### config.mk
export PLATFORM = sky130hd
export DESIGN_NAME = phy_bringup_seq
export DESIGN_NICKNAME = d
export VERILOG_FILES = /design/src/rtl/phyb_pkg.sv /design/src/rtl/mdc_tick_gen.sv /design/src/rtl/mdio_frame_engine.sv /design/src/rtl/phy_bringup_seq.sv
export SDC_FILE = /design/constraint.sdc
export NUM_CORES = 1
export LEC_CHECK = 0
export CAP_MARGIN = 20
export CORE_MARGIN = 4
export CORE_UTILIZATION = 40
export DETAILED_ROUTE_END_ITERATION = 8
export DONT_BUFFER_PORTS = 1
export PLACE_DENSITY = 0.56
export SYNTH_ARGS = -nofsm -noshare
export SYNTH_HDL_FRONTEND = slang
export SYNTH_SLANG_ARGS = --single-unit
### constraint.sdc
create_clock -name clk -period 3.1 [get_ports clk]
set_clock_uncertainty 0.05 [all_clocks]
set_input_delay 0.155 -clock clk [delete_from_list [all_inputs] [get_ports clk]]
set_output_delay 0.155 -clock clk [all_outputs]
set_load 0.01 [all_outputs]
### src/rtl/phyb_pkg.sv
// Package: shared constants and state type for the PHY bring-up sequencer.
// Assumes clause-22 style management frames of 64 bits including preamble.
package phyb_pkg;
    localparam int FRAME_BITS = 64;
    localparam int TA_POS     = 46;   // first turnaround bit index
    localparam int DATA_POS   = 48;   // first data bit index
    localparam logic [1:0]  OP_WR = 2'b01;
    localparam logic [1:0]  OP_RD = 2'b10;
    localparam logic [4:0]  REG_CTRL = 5'd0;
    localparam logic [4:0]  REG_STAT = 5'd1;
    localparam logic [15:0] CTRL_SOFT_RST = 16'h8000;
    localparam logic [15:0] CTRL_AN_GO    = 16'h1200;
    localparam logic [15:0] STAT_LINK_MASK = 16'h0004;

    typedef enum logic [2:0] {
        S_IDLE, S_ENABLE, S_WR_RST, S_QUIET, S_WR_AN, S_POLL, S_GAP
    } seq_state_t;
endpackage

### src/rtl/mdc_tick_gen.sv
// Module: mdc_tick_gen
// Emits a one-cycle tick every DIV system cycles while run is high; the
// count restarts from zero whenever run is low. Assumes DIV >= 2.
module mdc_tick_gen #(
    parameter int DIV = 10
) (
    input  logic clk,
    input  logic rst_n,
    input  logic run,
    output logic tick
);
    localparam int CW = $clog2(DIV);
    localparam logic [CW-1:0] LAST = CW'(DIV - 1);

    logic [CW-1:0] cnt;

    // Count system cycles within one MDC half period.
    always_ff @(posedge clk) begin
        if (!rst_n || !run) begin
            cnt <= '0;
        end else if (cnt == LAST) begin
            cnt <= '0;
        end else begin
            cnt <= cnt + 1'b1;
        end
    end

    assign tick = run && (cnt == LAST);
endmodule

### src/rtl/mdio_frame_engine.sv
// Module: mdio_frame_engine
// Sends one management frame per request: preamble, start, opcode, PHY and
// register address, turnaround and 16 data bits, MSB first. Data changes on
// the falling MDC edge; read data is sampled on the rising edge. Assumes req
// is only pulsed while the engine is idle (done has been seen).
module mdio_frame_engine
    import phyb_pkg::*;
#(
    parameter int          DIV      = 10,
    parameter logic [4:0]  PHY_ADDR = 5'd1
) (
    input  logic        clk,
    input  logic        rst_n,
    input  logic        req,
    input  logic        is_read,
    input  logic [4:0]  reg_addr,
    input  logic [15:0] wdata,
    input  logic        mdio_i,
    output logic        done,
    output logic [15:0] rdata,
    output logic        mdc,
    output logic        mdio_o,
    output logic        mdio_oe
);
    localparam int BW = $clog2(FRAME_BITS);
    localparam logic [BW-1:0] LAST_BIT = BW'(FRAME_BITS - 1);
    localparam logic [BW-1:0] TA_BIT   = BW'(TA_POS);
    localparam logic [BW-1:0] DATA_BIT = BW'(DATA_POS);

    logic                  active;
    logic                  rd_q;
    logic [BW-1:0]         bit_cnt;
    logic [FRAME_BITS-1:0] frame_q;
    logic [FRAME_BITS-1:0] frame_new;
    logic                  tick;
    logic [BW-1:0]         next_bit;

    mdc_tick_gen #(.DIV(DIV)) u_tick (
        .clk  (clk),
        .rst_n(rst_n),
        .run  (active),
        .tick (tick)
    );

    // Assemble the frame image for a new request.
    always_comb begin
        frame_new = {32'hFFFF_FFFF, 2'b01, (is_read ? OP_RD : OP_WR),
                     PHY_ADDR, reg_addr, (is_read ? 2'b11 : 2'b10),
                     (is_read ? 16'hFFFF : wdata)};
        next_bit  = bit_cnt + 1'b1;
    end

    // Frame shifter, MDC phase and read capture.
    always_ff @(posedge clk) begin
        if (!rst_n) begin
            active  <= 1'b0;
            rd_q    <= 1'b0;
            bit_cnt <= '0;
            frame_q <= '1;
            mdc     <= 1'b0;
            mdio_oe <= 1'b0;
            done    <= 1'b0;
            rdata   <= '0;
        end else begin
            done <= 1'b0;
            if (!active) begin
                if (req) begin
                    frame_q <= frame_new;
                    active  <= 1'b1;
                    rd_q    <= is_read;
                    bit_cnt <= '0;
                    mdc     <= 1'b0;
                    mdio_oe <= 1'b1;
                end
            end else if (tick) begin
                if (!mdc) begin
                    mdc <= 1'b1;
                    if (rd_q && bit_cnt >= DATA_BIT) begin
                        rdata <= {rdata[14:0], mdio_i};
                    end
                end else begin
                    mdc <= 1'b0;
                    if (bit_cnt == LAST_BIT) begin
                        active  <= 1'b0;
                        done    <= 1'b1;
                        mdio_oe <= 1'b0;
                        frame_q <= '1;
                    end else begin
                        bit_cnt <= next_bit;
                        frame_q <= {frame_q[FRAME_BITS-2:0], 1'b1};
                        mdio_oe <= !(rd_q && next_bit >= TA_BIT);
                    end
                end
            end
        end
    end

    assign mdio_o = frame_q[FRAME_BITS-1];

    // data and enable hold steady through the MDC high phase
    p_mdio_stable_r4: assert property (@(posedge clk) disable iff (!rst_n)
        (mdc && $past(mdc)) |-> ($stable(mdio_o) && $stable(mdio_oe)));

    // line is released for the whole turnaround and data phase of a read
    p_read_release_r8: assert property (@(posedge clk) disable iff (!rst_n)
        (active && rd_q && bit_cnt >= TA_BIT) |-> !mdio_oe);

    // MDC only toggles while a frame is active
    p_mdc_idle_low_r4: assert property (@(posedge clk) disable iff (!rst_n)
        !active |=> !mdc);
endmodule

### src/rtl/phy_bringup_seq.sv
// Module: phy_bringup_seq
// Top: enables the management port, soft-resets the PHY, waits RESET_WAIT
// cycles with the bus idle, starts auto-negotiation and polls link status
// until link or until LINK_LIMIT cycles have passed. Assumes mdio_i is
// pulled high by the pad when nobody drives it.
module phy_bringup_seq
    import phyb_pkg::*;
#(
    parameter int         CLK_DIV    = 10,
    parameter logic [4:0] PHY_ADDR   = 5'd1,
    parameter int         RESET_WAIT = 2_500_000,
    parameter int         LINK_LIMIT = 50_000_000,
    parameter int         POLL_GAP   = 5_000
) (
    input  logic clk,
    input  logic rst_n,
    input  logic start,
    output logic mgmt_en,
    output logic mdc,
    output logic mdio_o,
    output logic mdio_oe,
    input  logic mdio_i,
    output logic busy,
    output logic done,
    output logic link_up,
    output logic timeout
);
    localparam int WMAX = (RESET_WAIT > POLL_GAP) ? RESET_WAIT : POLL_GAP;
    localparam int WCW  = $clog2(WMAX + 1);
    localparam int ECW  = $clog2(LINK_LIMIT + 1);
    localparam logic [WCW-1:0] QUIET_END = WCW'(RESET_WAIT - 1);
    localparam logic [WCW-1:0] GAP_END   = WCW'(POLL_GAP - 1);
    localparam logic [ECW-1:0] BUDGET    = ECW'(LINK_LIMIT);

    seq_state_t     state;
    logic [WCW-1:0] wcnt;
    logic [ECW-1:0] elapsed;
    logic           eng_req;
    logic           eng_rd;
    logic [4:0]     eng_reg;
    logic [15:0]    eng_wdata;
    logic           eng_done;
    logic [15:0]    eng_rdata;
    logic           link_seen;

    mdio_frame_engine #(.DIV(CLK_DIV), .PHY_ADDR(PHY_ADDR)) u_eng (
        .clk     (clk),
        .rst_n   (rst_n),
        .req     (eng_req),
        .is_read (eng_rd),
        .reg_addr(eng_reg),
        .wdata   (eng_wdata),
        .mdio_i  (mdio_i),
        .done    (eng_done),
        .rdata   (eng_rdata),
        .mdc     (mdc),
        .mdio_o  (mdio_o),
        .mdio_oe (mdio_oe)
    );

    assign link_seen = (eng_rdata & STAT_LINK_MASK) != '0;

    // Sequence control, timers and registered status.
    always_ff @(posedge clk) begin
        if (!rst_n) begin
            state     <= S_IDLE;
            wcnt      <= '0;
            elapsed   <= '0;
            eng_req   <= 1'b0;
            eng_rd    <= 1'b0;
            eng_reg   <= '0;
            eng_wdata <= '0;
            mgmt_en   <= 1'b0;
            busy      <= 1'b0;
            done      <= 1'b0;
            link_up   <= 1'b0;
            timeout   <= 1'b0;
        end else begin
            eng_req <= 1'b0;
            if (state == S_POLL || state == S_GAP) begin
                if (elapsed != '1) elapsed <= elapsed + 1'b1;
            end
            case (state)
                S_IDLE: if (start) begin
                    state   <= S_ENABLE;
                    mgmt_en <= 1'b1;
                    busy    <= 1'b1;
                    done    <= 1'b0;
                    link_up <= 1'b0;
                    timeout <= 1'b0;
                end
                S_ENABLE: begin
                    state     <= S_WR_RST;
                    eng_req   <= 1'b1;
                    eng_rd    <= 1'b0;
                    eng_reg   <= REG_CTRL;
                    eng_wdata <= CTRL_SOFT_RST;
                end
                S_WR_RST: if (eng_done) begin
                    state <= S_QUIET;
                    wcnt  <= '0;
                end
                S_QUIET: begin
                    wcnt <= wcnt + 1'b1;
                    if (wcnt == QUIET_END) begin
                        state     <= S_WR_AN;
                        eng_req   <= 1'b1;
                        eng_rd    <= 1'b0;
                        eng_reg   <= REG_CTRL;
                        eng_wdata <= CTRL_AN_GO;
                    end
                end
                S_WR_AN: if (eng_done) begin
                    state   <= S_POLL;
                    elapsed <= '0;
                    eng_req <= 1'b1;
                    eng_rd  <= 1'b1;
                    eng_reg <= REG_STAT;
                end
                S_POLL: if (eng_done) begin
                    if (link_seen) begin
                        state   <= S_IDLE;
                        busy    <= 1'b0;
                        done    <= 1'b1;
                        link_up <= 1'b1;
                    end else if (elapsed >= BUDGET) begin
                        state   <= S_IDLE;
                        busy    <= 1'b0;
                        done    <= 1'b1;
                        timeout <= 1'b1;
                    end else begin
                        state <= S_GAP;
                        wcnt  <= '0;
                    end
                end
                S_GAP: begin
                    wcnt <= wcnt + 1'b1;
                    if (wcnt == GAP_END) begin
                        state   <= S_POLL;
                        eng_req <= 1'b1;
                        eng_rd  <= 1'b1;
                        eng_reg <= REG_STAT;
                    end
                end
                default: state <= S_IDLE;
            endcase
        end
    end

    // bus stays silent through the post-reset wait
    p_quiet_bus_r6: assert property (@(posedge clk) disable iff (!rst_n)
        (state == S_QUIET) |-> (!mdc && !mdio_oe));

    // no MDC activity without the management enable
    p_enable_first_r2: assert property (@(posedge clk) disable iff (!rst_n)
        mdc |-> mgmt_en);

    // the two outcomes never appear together
    p_outcome_excl_r9: assert property (@(posedge clk) disable iff (!rst_n)
        !(link_up && timeout));

    // busy and done are never high together
    p_busy_done_r10: assert property (@(posedge clk) disable iff (!rst_n)
        busy |-> !done);
endmodule

# Word-level counts from Yosys, hierarchy flattened
# Index checks and enable logic that the tools add are counted.
# word_totals
ff_bits	161
inputBits	4
output_inout_bits	8
wordCells	161
# op_classes
add_sub_neg	4
order_cmp	3
eq_ne	25
muxes	76
bitwise	2
reduce_logical	30
# op_table
op	count
$mux W64	5
$mux W26	4
$mux W22	4
$pmux W22 S3	1
$mux W1	34
$mux W16	2
$pmux W16 S2	1
$mux W6	5
$add A26 B1 Y26 const B	1
$ge A26 B26 Y1 const B	1
$ne A26 B26 Y1 const B	1
$mux W3	8
$reduce_and A4 Y1	6
$add A22 B1 Y22 const B	1
$eq A22 B13 Y1 const B	1
$eq A22 B22 Y1 const B	1
$pmux W3 S7	1
$pmux W5 S4	1
$mux W5	3
$ne A2 B1 Y1 const B	7
$ge A6 B6 Y1 const B	2
$ne A2 B2 Y1 const B	6
$reduce_and A5 Y1	2
$eq A3 B3 Y1 const B	3
22 further kinds	39

# Logic depth before layout (Yosys ltp)
# Gate-level depths: netlist (run 1).
# logic_depth
depth_word	8
depth_mapped	8
depth_no_buf	7

# Cells and area by module
# From an unflattened synthesis (run 1), not the netlist that was laid out.
# unflattened
cells_unflattened	772
hier_area_um2	6949.2
# by_module_without_submodules
module	n_inst	cells_each	area_each_um2	seq_area_each_um2
mdio_frame_engine	1	331	3397.0	1821.7
phy_bringup_seq	1	424	3374.5	1201.2
mdc_tick_gen	1	17	177.7	80.1

# Least setup slack after synthesis (run 1)
# OpenSTA, ideal clock, no wires.
# synth_timing
kind	register to register
from	register wcnt[0]
to	register state[0]
setup_time_ns	0.072
arrival_ns	2.041
required_time_ns	2.978
setup_slack_ns	0.937
path_stages_with_launch	7
path_buffers	0
period_less_slack_ns	2.163
path_cell_list	dfxtp_1 ha_1 nand4_2 or4_1 or2_1 a311oi_2 mux2i_1
# synth_via
elab_chain_len	3
elab_cells_between_ends	5
cone_classes	eq/ne (4); reduce/logical (1)
# synth_rtl
item	line	rtl
start, declared	phy_bringup_seq.sv:36	logic [WCW-1:0] wcnt;
start signal, assigned	phy_bringup_seq.sv:104	wcnt <= wcnt + 1'b1;
start signal, assigned	phy_bringup_seq.sv:137	wcnt <= wcnt + 1'b1;
$eq A22 B22 Y1 / $eq A22 B13 Y1 (equally long branches)	phy_bringup_seq.sv:105, phy_bringup_seq.sv:138	
$ne A2 B2 Y1 (no line) / $ne A2 B1 Y1 (equally long branches)	n/a	
$reduce_and A6 Y1 (no line) (*)	n/a	
end signal, assigned	phy_bringup_seq.sv:100	state <= S_QUIET;
end signal, assigned	phy_bringup_seq.sv:106	state <= S_WR_AN;
end signal, assigned	phy_bringup_seq.sv:114	state <= S_POLL;
end, declared	phy_bringup_seq.sv:35	seq_state_t state;
# Every way passes the cells marked *; elsewhere a longest branch is shown, timed or not.
# A chain may end at the register's enable or synchronous reset.

# Final worst setup path (run 1)
# Same ends and word-level chain as after synthesis.

==> run metrics, run 1 <==
initial antenna violation count=0; RSZ-0062 raised after global routing=false; peak supply drop=0.000359 V; WL final=14.3 mm; routability cong.=0.802; IO Pins=12; Seq/Total Area, Yosys=0.445; port bufs=0; Die Y=134 um; FMAX=0.410 GHz; Die ar.=0.0181 mm^2; Worst-Skew Late Latency=410 ps; area of the multi-input gates=0.00327 mm^2; Slowest cell on crit path=or4_1; ys flop type=dfxtp_1; CP required=3390 ps; met1 Use GR=0.207; Synth Cell Area=0.00639 mm^2; Clk pin slew, worst setup/hold paths=60 ps; kind of end point of the critical path=flop; pin count of the biggest net entering global routing=45; width of the die=134 um; CP peak stage delay=590 ps; vias in the first global route=5,163; initial DRC count=303; Critical path buffers and inverters=0; row cnt=45; GR Util met3=0.0443; Hold Fails Final Rpt=0; CTS tree=built; TritonCTS Buffers=17; relative slew slack=0.499; cell family with most CP delay=simple AND/OR/NAND/NOR gates; clock period minus worst slack=2440 ps; FFs w/ async S/R, synth=0; worst slew pin tran=745 ps; ANT cells=0; Crit Path Category=reg -> reg; ratio of cells with drive above 1 in the final layout=0.0845; clk sinks=142; Avg WL per Cell=14.9 um; Final ANT Viol Nets=0; Layout fillers=1,535; Overflow after GRT=0; core area=0.0154 mm^2; fin. max-slew vios=0; Post-Place Worst Slack=687 ps; number of enable flip-flop cells after synthesis=0; worst min path class=in -> reg; DRT Pass-1 Iters=6; Finished Core Util=0.464; Avg Cell Area, Syn=8.55 um^2; detailed-route via count=5,515; Leak Pwr=2.31 nW; syn nets=759; fin nets=745; Total GRT Usage=0.165; CP Cell Sequence=ha_1 > nand4_2 > or4_1 > or2_1 > a311oi_2 > mux2i_1; setup_tns=0 ps; GR peak layer=met2; Post-Syn Instances=747; DR vias/cell=5.76; H-Tree Depth=4; fin crit share=0.788; Initial Util=0.414; yosys warns=0; final setup fails=0; clk root buf=clkbuf_16; Synth cell types=60; clock buffer depth=2; reg-to-reg slack, setup=660 ps; CP Data Arrival Time=2740 ps; Yosys reg bits=142; DPL Wire Length=9.30 mm; post-route setup slack=658 ps; drt drc=0; first-pass GRT wire length=24.9 mm; status=completed; Max Cap Violations=0; CP startpoint kind=flop; register area=0.00284 mm^2; worst-path fanout max=5; Area Overhead vs Synth=11.9%; Power Dens Cells=629 mW/mm^2; met2 Resource Use GR=0.275; post-CTS setup buffer count=0
## through the flow
step,instance area [um^2],power [mW],cells,hold slack (ps)
2_1_floorplan,6390,2.54,747,252
3_3_place_gp,6550,2.68,919,188
3_5_place_dp,6560,2.70,920,192
4_1_cts,7150,4.55,957,36.6
5_1_grt,7150,4.72,957,60.3
6_report,7150,4.49,957,51.6
## cells in the mapped netlist (5+ instances only)
cell      instances  area share
o31ai_1          17       0.020
o21ai_0          52       0.041
a311oi_1          5      0.0069
dfxtp_1         142        0.44
a21oi_1          51       0.040
and2_1            6      0.0059
or3_1            10      0.0098
nand2b_1         11       0.011
or4_1            17       0.020
a31oi_1          16       0.016
nand3_1          50       0.039
inv_1            18       0.011
and3_1            8      0.0078
clkbuf_1         44       0.026
nand2_1          47       0.028
nor4_1           14       0.014
nand4_1          14       0.014
xnor2_1           6      0.0082
nor2_1           59       0.035
nor3_1           19       0.015
buf_2             5      0.0039
and4_1            6      0.0082
o211ai_1         15       0.018
ha_1              8       0.016
o22a_1           34       0.047
mux2i_1           8       0.013
## metal layers
| metal | wire length [um] | up-vias | part of all wire |
|---|---|---|---|
| met2 | 6910 | 98 | 0.48 |
| met5 | 0 | - | 0 |
| met1 | 6570 | 2627 | 0.46 |
| met3 | 573 | 22 | 0.040 |
| met4 | 232 | 0 | 0.016 |
| li1 | - | 2768 | - |
## sequential cells by signal, indices dropped and copies added (netlist names)
register,count
u_eng.frame_q,64
elapsed,26
wcnt,22
u_eng.bit_cnt,6
u_eng.u_tick.cnt,4
state,3
u_eng.rdata,3
eng_wdata,2
busy,1
done,1
eng_rd,1
eng_req,1
link_up,1
mgmt_en,1
timeout,1
u_eng.active,1
u_eng.done,1
u_eng.mdc,1
u_eng.mdio_oe,1
u_eng.rd_q,1
## path summary, 6_finish.rpt
path | from | end | cells after the start
setup / recovery | wcnt[0] | state[0] | 6
hold / removal | rst_n | link_up | 2
setup reg to reg | wcnt[0] | state[0] | 6
hold reg to reg | u_eng.frame_q[24] | u_eng.frame_q[24] | 2
## worst reg2reg max path, cell delays in order (launching register included)
cell and delay (ps):
dfxtp_1 390, ha_1 250, nand4_2 200, or4_1 590
or2_1 300, a311oi_2 390, mux2i_1 220
## kinds of logic (layout without fill, tap and decap cells)
logic type,after synthesis,count (layout),share of synthesized area
AND/OR/NAND/NOR,285,285,0.239
AO/OA/AOI/OAI,225,225,0.235
flip-flops,142,142,0.445
buffers and inverters,72,71,0.0439
adder cells (fa/ha/maj),8,8,0.0157
multiplexers,8,8,0.0125
XOR/XNOR,7,7,0.00960
## cell type report
| class | instances | area share |
|---|---|---|
| multi-input cells | 533 | 0.457 |
| repair buffers | 21 | 0.0257 |
| clock inverters | 14 | 0.0136 |
| inverters | 18 | 0.00945 |
| clock buffers | 18 | 0.0600 |
| well taps | 211 | 0.0369 |
| flip-flops and latches | 142 | 0.398 |
## report_power, final
group | switching [mW] | internal, mW | total [mW] | leakage [nW]
Combinational | 0.400 | 0.249 | 0.649 | 0.917
Clock | 0.797 | 1.02 | 1.81 | 0.248
Sequential | 0.105 | 1.93 | 2.03 | 1.15
Total | 1.30 | 3.19 | 4.49 | 2.31
## timing repair
action,4_1_cts,5_1_grt
endpoints found under the hold margin,46,0
resized for setup,0,0
hold buffers,5,0
## placed cells by master (no fill, tap or decap), drive strengths merged, types with 10 or more instances in the layout
cell and instances:
o21ai 55, nand2b 11, a21oi 52, o31ai 17, nor2 59, or4 17, nor3 19, nand3 50
nand2 47, nor4 16, inv 19, a31oi 16, o211ai 15, or3 10, clkbuf 18, buf 17
dfxtp 142, o22a 34, nand4 15
Power figures use the tool's default switching activity.
==> inputs of run 2 (changes only) <==
--- a/config.mk
+++ b/config.mk
@@ -5,6 +5,7 @@
 export SDC_FILE = /design/constraint.sdc
 export NUM_CORES = 1
 export LEC_CHECK = 0
+export ABC_AREA = 1
 export CAP_MARGIN = 20
 export CORE_MARGIN = 4
 export CORE_UTILIZATION = 40
==> constraint.sdc (replaced) <==
create_clock -name clk -period 2.4 [get_ports clk]
set_clock_uncertainty 0.05 [all_clocks]
set_input_delay 0.12 -clock clk [delete_from_list [all_inputs] [get_ports clk]]
set_output_delay 0.12 -clock clk [all_outputs]
set_load 0.01 [all_outputs]
==> run 2 against run 1 <==
Power rose by 35%. Maximum frequency is 23% higher. Critical path depth up 5. Sequential power up 31%. Register-to-register slack got worse by 250 ps. Count of clock-buffer cells in the layout grew 1. Worst hold slack lost 28 ps. Highest routed layer unchanged. Core utilization decreased by 0.44 points. Via count up 6.2%.
==> run metrics, run 2 <==
kind of end point of the critical path=flop; RSZ-0062 raised after global routing=false; peak supply drop=0.000536 V (+49%); worst slew pin tran=536 ps (-209 ps); status=completed; Yosys reg bits=142 (unchanged); syn nets=974 (+28%); CP startpoint kind=flop; depth of the worst hold-timing path=4 (+2); detailed-route via count=5,856 (+6.2%); Avg Cell Area, Syn=7.08 um^2 (-17%); fin nets=976 (+31%); setup_tns=0 ps (unchanged); Clk pin slew, worst setup/hold paths=60 ps (about the same); pin count of the biggest net entering global routing=44 (-2.2%); fin. max-slew vios=0 (unchanged); WL final=15.1 mm (+5.7%); Worst-Skew Late Latency=420 ps (about the same); TritonCTS Buffers=17 (unchanged); worst min path class=in -> reg; Post-Syn Instances=962 (+29%); hold worst-path end=timeout; DR vias/cell=4.90 (-15%); reg2reg end=state[1]; Total GRT Usage=0.164 (-0.00182); IO Pins=12 (unchanged); H-Tree Depth=4 (unchanged); first-pass GRT wire length=26.6 mm (+7.0%); reg-to-reg slack, setup=410 ps (-250 ps); fin crit share=0.828 (+0.0405); CP peak stage delay=430 ps (-160 ps); initial DRC count=461 (+52%); Area Overhead vs Synth=12.2%; Final ANT Viol Nets=0 (unchanged); Slowest cell on crit path=dfxtp_1; Avg WL per Cell=12.6 um (-15%); clock period minus worst slack=1990 ps (-454 ps); Hold Fails Final Rpt=0 (unchanged); row cnt=47 (+4.4%); Max Cap Violations=0 (unchanged); Reg with most FFs=u_eng.frame_q; Die ar.=0.0192 mm^2 (+6.2%); Crit Path Category=reg -> reg; worst-path fanout max=7 (+2); FMAX=0.503 GHz (+23%); Overflow after GRT=0 (unchanged); Post-Layout Inst Area=0.00764 mm^2 (+6.8%); FF-to-FF Start=wcnt[0]; CP required=2700 ps (-690 ps); max reg flops=64 (unchanged); core area=0.0166 mm^2 (+7.9%); most common cell after layout, fill and taps aside=nand2_1; CP Cell Sequence=ha_1 > nand2_1 > inv_1 > nand2_1 > nor2_1 > nand3_1 > nand2_1 > nand3_2 > nor2_1 > nand2_1 > a21oi_1; count leader, synth=nand2_1; Leak Pwr=3.21 nW (+39%); post-CTS setup buffer count=0 (unchanged); routability cong.=0.880 (+9.7%); clk root buf=clkbuf_16; FFs w/ async S/R, synth=0 (unchanged); min-delay src=start; Final Total Pwr=6.09 mW (+35%); Synth area leaders=dfxtp_1 (42%), nand2_1 (11%), nor2_1 (6.9%); Seq/Total Area, Yosys=0.418 (-0.0274); port bufs=0 (unchanged); Power Dens Cells=797 mW/mm^2 (+27%); final setup fails=0 (unchanged); DRT Pass-1 Iters=5 (-1); drt drc=0 (unchanged); DPL Wire Length=10.1 mm (+8.8%); Synth top area share=0.418 (-0.0274); ys flop type=dfxtp_1; ANT cells=0 (unchanged); Die Y=138 um (+3.0%); width of the die=138 um (+3.0%); Initial Util=0.409 (-0.00504); top cells by count, synth=nand2_1 (203), dfxtp_1 (142), nor2_1 (125); initial antenna violation count=0 (unchanged); most frequent cells in the layout=nand2_1 (203), dfxtp_1 (142), nor2_1 (125); Layout fillers=1,693 (+10%); Post-DP Area=0.00701 mm^2 (+6.8%); clock buffer depth=2 (unchanged); Synth cell types=45 (-25%); Synth Cell Area=0.00681 mm^2 (+6.6%); CP Data Arrival Time=2280 ps (-460 ps); area leader, netlist=dfxtp_1; biggest regs=u_eng.frame_q (64), elapsed (26), wcnt (22); number of enable flip-flop cells after synthesis=0 (unchanged); CTS tree=built; crit-path most repeated cell=nand2_1; Finished Core Util=0.459 (-0.00444); ratio of cells with drive above 1 in the final layout=0.0840 (-0.000434); reg2reg path depth=11 (+5); vias in the first global route=5,496 (+6.4%); clk sinks=142 (unchanged); yosys warns=0 (unchanged); relative slew slack=0.642 (+0.143)
## run 2: cell count changes after synthesis, moves of 12 or more
cell / delta
a22oi_1: +28
xor2_1: +12
inv_1: +102
or4_1: -17
clkbuf_1: -31
o22a_1: -34
nand2_1: +156
nor4_1: -14
o31ai_1: -14
nand3_1: +27
a31oi_1: -13
nor2_1: +66
## run 2: worst max path at each step
stage | start | end | slack [ps]
floorplan | wcnt[0] | state[1] | 750
global placement | wcnt[0] | state[2] | 420
detailed placement | wcnt[0] | state[1] | 420
CTS | wcnt[0] | state[1] | 400
global route | wcnt[0] | state[2] | 100
finish | wcnt[0] | state[1] | 410
## run 2: cell type report
cell class,instances,area [um^2],area share
multi-input cells,662,3330,0.436
flip-flops and latches,142,2840,0.372
inverters,126,475,0.0622
clock buffers,19,443,0.0580
well taps,220,275,0.0360
clock inverters,12,136,0.0179
repair buffers,15,133,0.0174
## run 2: metrics by stage
step           hold WS, ps  cells  setup slack, ps
6_report              23.9   1196              412
2_1_floorplan          205    962              748
5_1_grt               35.9   1196             99.5
3_3_place_gp           162   1161              418
3_5_place_dp           165   1161              416
4_1_cts               12.8   1196              395
## run 2: report_power, final
| group | leakage (nW) | total, mW | switching, mW | internal, mW |
|---|---|---|---|---|
| logic | 1.80 | 0.839 | 0.565 | 0.275 |
| clock network | 0.265 | 2.59 | 1.03 | 1.56 |
| registers | 1.15 | 2.66 | 0.136 | 2.52 |
| total | 3.21 | 6.09 | 1.73 | 4.36 |
## run 2: layer usage
metal  global-route usage  vias up  wire (um)
li1                     -     3125          -
met1                0.225     2638       7720
met2                0.257       86       6720
met3               0.0428        7        599
met4               0.0432        0         63
met5                    0        -          0
## run 2: cells by family after synthesis
kind of cell    Yosys count  synth area share
simple gates            472             0.307
compound gates          163             0.143
buf+inv                 158            0.0939
flops                   142             0.418
xor+xnor                 19            0.0244
fa+ha+maj                 8            0.0147
## run 2: timing repair
item / CTS / global route
setup endpoints to repair: 0 / 0
gates resized for setup: 0 / 0
endpoints found under the hold margin: 51 / 0
hold buffers: 4 / 0
## run 2: critical path: cells and delay by family, from the launching register on
kind | cells | cell delay (ps)
and+or+nand+nor | 8 | 920
DFF | 1 | 430
adders and majority gates | 1 | 290
AOI/OAI and AO/OA | 1 | 120
buffers and inverters | 1 | 100
==> inputs of run 3 (changes only) <==
--- a/config.mk
+++ b/config.mk
@@ -11,7 +11,7 @@
 export CORE_UTILIZATION = 40
 export DETAILED_ROUTE_END_ITERATION = 8
 export DONT_BUFFER_PORTS = 1
-export PLACE_DENSITY = 0.56
+export PLACE_DENSITY = 0.58
 export SYNTH_ARGS = -nofsm -noshare
 export SYNTH_HDL_FRONTEND = slang
 export SYNTH_SLANG_ARGS = --single-unit
==> constraint.sdc (replaced) <==
create_clock -name clk -period 1.7 [get_ports clk]
set_clock_uncertainty 0.05 [all_clocks]
set_input_delay 0.085 -clock clk [delete_from_list [all_inputs] [get_ports clk]]
set_output_delay 0.085 -clock clk [all_outputs]
set_load 0.01 [all_outputs]
==> run 3 against run 2 <==
Power increased by 51%. Largest cell class unchanged. Global-route usage increased by 0.39 points. Setup slack got worse by 400 ps. Die area unchanged. Critical path depth unchanged. The run now ends with hold timing left. Via count increased by 6.7%. Worst hold slack got worse by 32 ps. Combinational power increased by 97%. Wire length increased by 9.4%. Sequential share of layout area decreased by 4.4 points. Clock power increased by 47%. Sequential power increased by 41%.
==> run metrics, run 3 (synthesis results as in run 2) <==
status=finished with violations; violated checks=hold timing; FMAX=0.592 GHz (+18%); fin nets=1,050 (+7.6%); kind of end point of the critical path=flop; FF-to-FF Start=elapsed[1]; CP Cell Sequence=ha_4 > nand3_4 > inv_2 > nand2_4 > nor2_4 > nand4_4 > nand2_8 > nor2_1 > nand2_1 > nand2_1 > nor2_1; Worst-Skew Late Latency=420 ps (about the same); post-route setup slack=12.0 ps (-400 ps); core area=0.0166 mm^2 (unchanged); Post-Layout Inst Area=0.00879 mm^2 (+15%); initial antenna violation count=0 (unchanged); TritonCTS Buffers=17 (unchanged); CP required=2000 ps (-700 ps); H-Tree Depth=4 (unchanged); placed cells=1,211 (+4.3%); relative slew slack=0.715 (+0.0724); Initial Util=0.409 (unchanged); Crit Path Category=reg -> reg; Slowest cell on crit path=dfxtp_4; RSZ-0062 raised after global routing=true; clk sinks=142 (unchanged); first-pass GRT wire length=27.1 mm (+1.9%); Post-Place Worst Slack=-111 ps (-527 ps); port bufs=0 (unchanged); IO Pins=12 (unchanged); clock period minus worst slack=1690 ps (-300 ps); CP Data Arrival Time=1990 ps (-290 ps); CTS tree=built; Finished Core Util=0.528 (+0.0689); clock buffer depth=2 (unchanged); depth of the worst hold-timing path=3 (-1); most common cell after layout, fill and taps aside=nand2_1; CP startpoint kind=flop; max reg flops=64 (unchanged); WL final=16.5 mm (+9.4%); final setup fails=0 (unchanged); row cnt=47 (unchanged); clk root buf=clkbuf_16; Clk pin slew, worst setup/hold paths=60 ps (about the same); Power Dens Cells=1050 mW/mm^2 (+32%); area of the multi-input gates=0.00369 mm^2 (+11%); worst min path class=in -> reg; reg2reg end=elapsed[21]; peak supply drop=0.000822 V (+53%); min-delay src=rst_n; Total GRT Usage=0.168 (+0.00386); Leak Pwr=3.75 nW (+17%); final cell count without fillers=1,271 (+6.3%); Overflow after GRT=0 (unchanged); crit path launch=elapsed[1]; Hold Fails Final Rpt=3 (+3); detailed-route via count=6,246 (+6.7%); initial DRC count=412 (-11%); vias in the first global route=5,888 (+7.1%); Reg with most FFs=u_eng.frame_q; fin. max-slew vios=0 (unchanged); CP peak stage delay=370 ps (-60 ps); Max Cap Violations=0 (unchanged); Area Overhead vs Synth=29.1%; Final ANT Viol Nets=0 (unchanged); hold worst-path end=elapsed[20]; setup_tns=0 ps (unchanged); Final Total Pwr=9.21 mW (+51%); DRT Pass-1 Iters=5 (unchanged); Die Y=138 um (unchanged); biggest regs=u_eng.frame_q (64), elapsed (26), wcnt (22); ratio of cells with drive above 1 in the final layout=0.226 (+0.142); worst-path fanout max=8 (+1); Post-DP Area=0.00747 mm^2 (+6.6%); most frequent cells in the layout=nand2_1 (193), dfxtp_1 (118), inv_1 (116), nor2_1 (116), nand3_1 (74); Layout fillers=1,620 (-4.3%); DR vias/cell=4.91 (+0.37%); fin crit share=0.993 (+0.165); Hold WS=-8.52 ps (-32.4 ps); ANT cells=0 (unchanged); Avg WL per Cell=13.0 um (+2.9%); pin count of the biggest net entering global routing=45 (+2.3%); reg2reg path depth=11 (unchanged); width of the die=138 um (unchanged); worst slew pin tran=427 ps (-108 ps); DPL Wire Length=10.7 mm (+5.9%); routability cong.=0.923 (+4.9%); Die ar.=0.0192 mm^2 (unchanged); drt drc=0 (unchanged); register area=0.00288 mm^2 (+1.3%); reg-to-reg slack, setup=10 ps (-400 ps)
==> run 3: worst max path at each step <==
| stage | slack, ps | depth (start not counted) | to |
|---|---|---|---|
| floorplan | 50 | 11 | state[1] |
| global route | -120 | 11 | elapsed[21] |
| CTS | -3 | 10 | elapsed[23] |
| detailed placement | -110 | 10 | elapsed[23] |
| finish | 10 | 11 | elapsed[21] |
| global placement | -70 | 10 | elapsed[23] |
==> run 3: what timing repair did <==
action / 4_1_cts / 5_1_grt
gates cloned: 0 / 5
endpoints found under the setup margin: 7 / 110
hold buffers: 9 / 2
pin swaps: 1 / 29
hold endpoints to repair: 59 / 40
buffers inserted: 1 / 11
gates resized for setup: 6 / 110
==> run 3: worst max-delay path: cells and delay by family (launching register included) <==
kind	cells	cell delay [ps]
simple gates	9	980
flops	1	370
fa+ha+maj	1	150
buf+inv	1	70
==> run 3: final cells by class <==
cell class / count / area share
clock buffer: 20 / 0.0508
clock inverter: 12 / 0.0181
inverter: 126 / 0.0547
multi-input combinational: 663 / 0.421
sequential: 142 / 0.328
tap: 220 / 0.0313
timing repair buffer: 88 / 0.0967
==> run 3: layer usage <==
metal | global-route usage | vias up | share of wire
met1 | 0.228 | 2877 | 0.50
met3 | 0.0394 | 16 | 0.033
li1 | - | 3282 | -
met2 | 0.265 | 71 | 0.45
met5 | 0 | - | 0
met4 | 0.0525 | 0 | 0.016
==> run 3: power breakdown <==
part / internal (mW) / switching (mW)
sequential: 3.57 / 0.167
combinational: 0.675 / 0.975
clock: 2.36 / 1.47
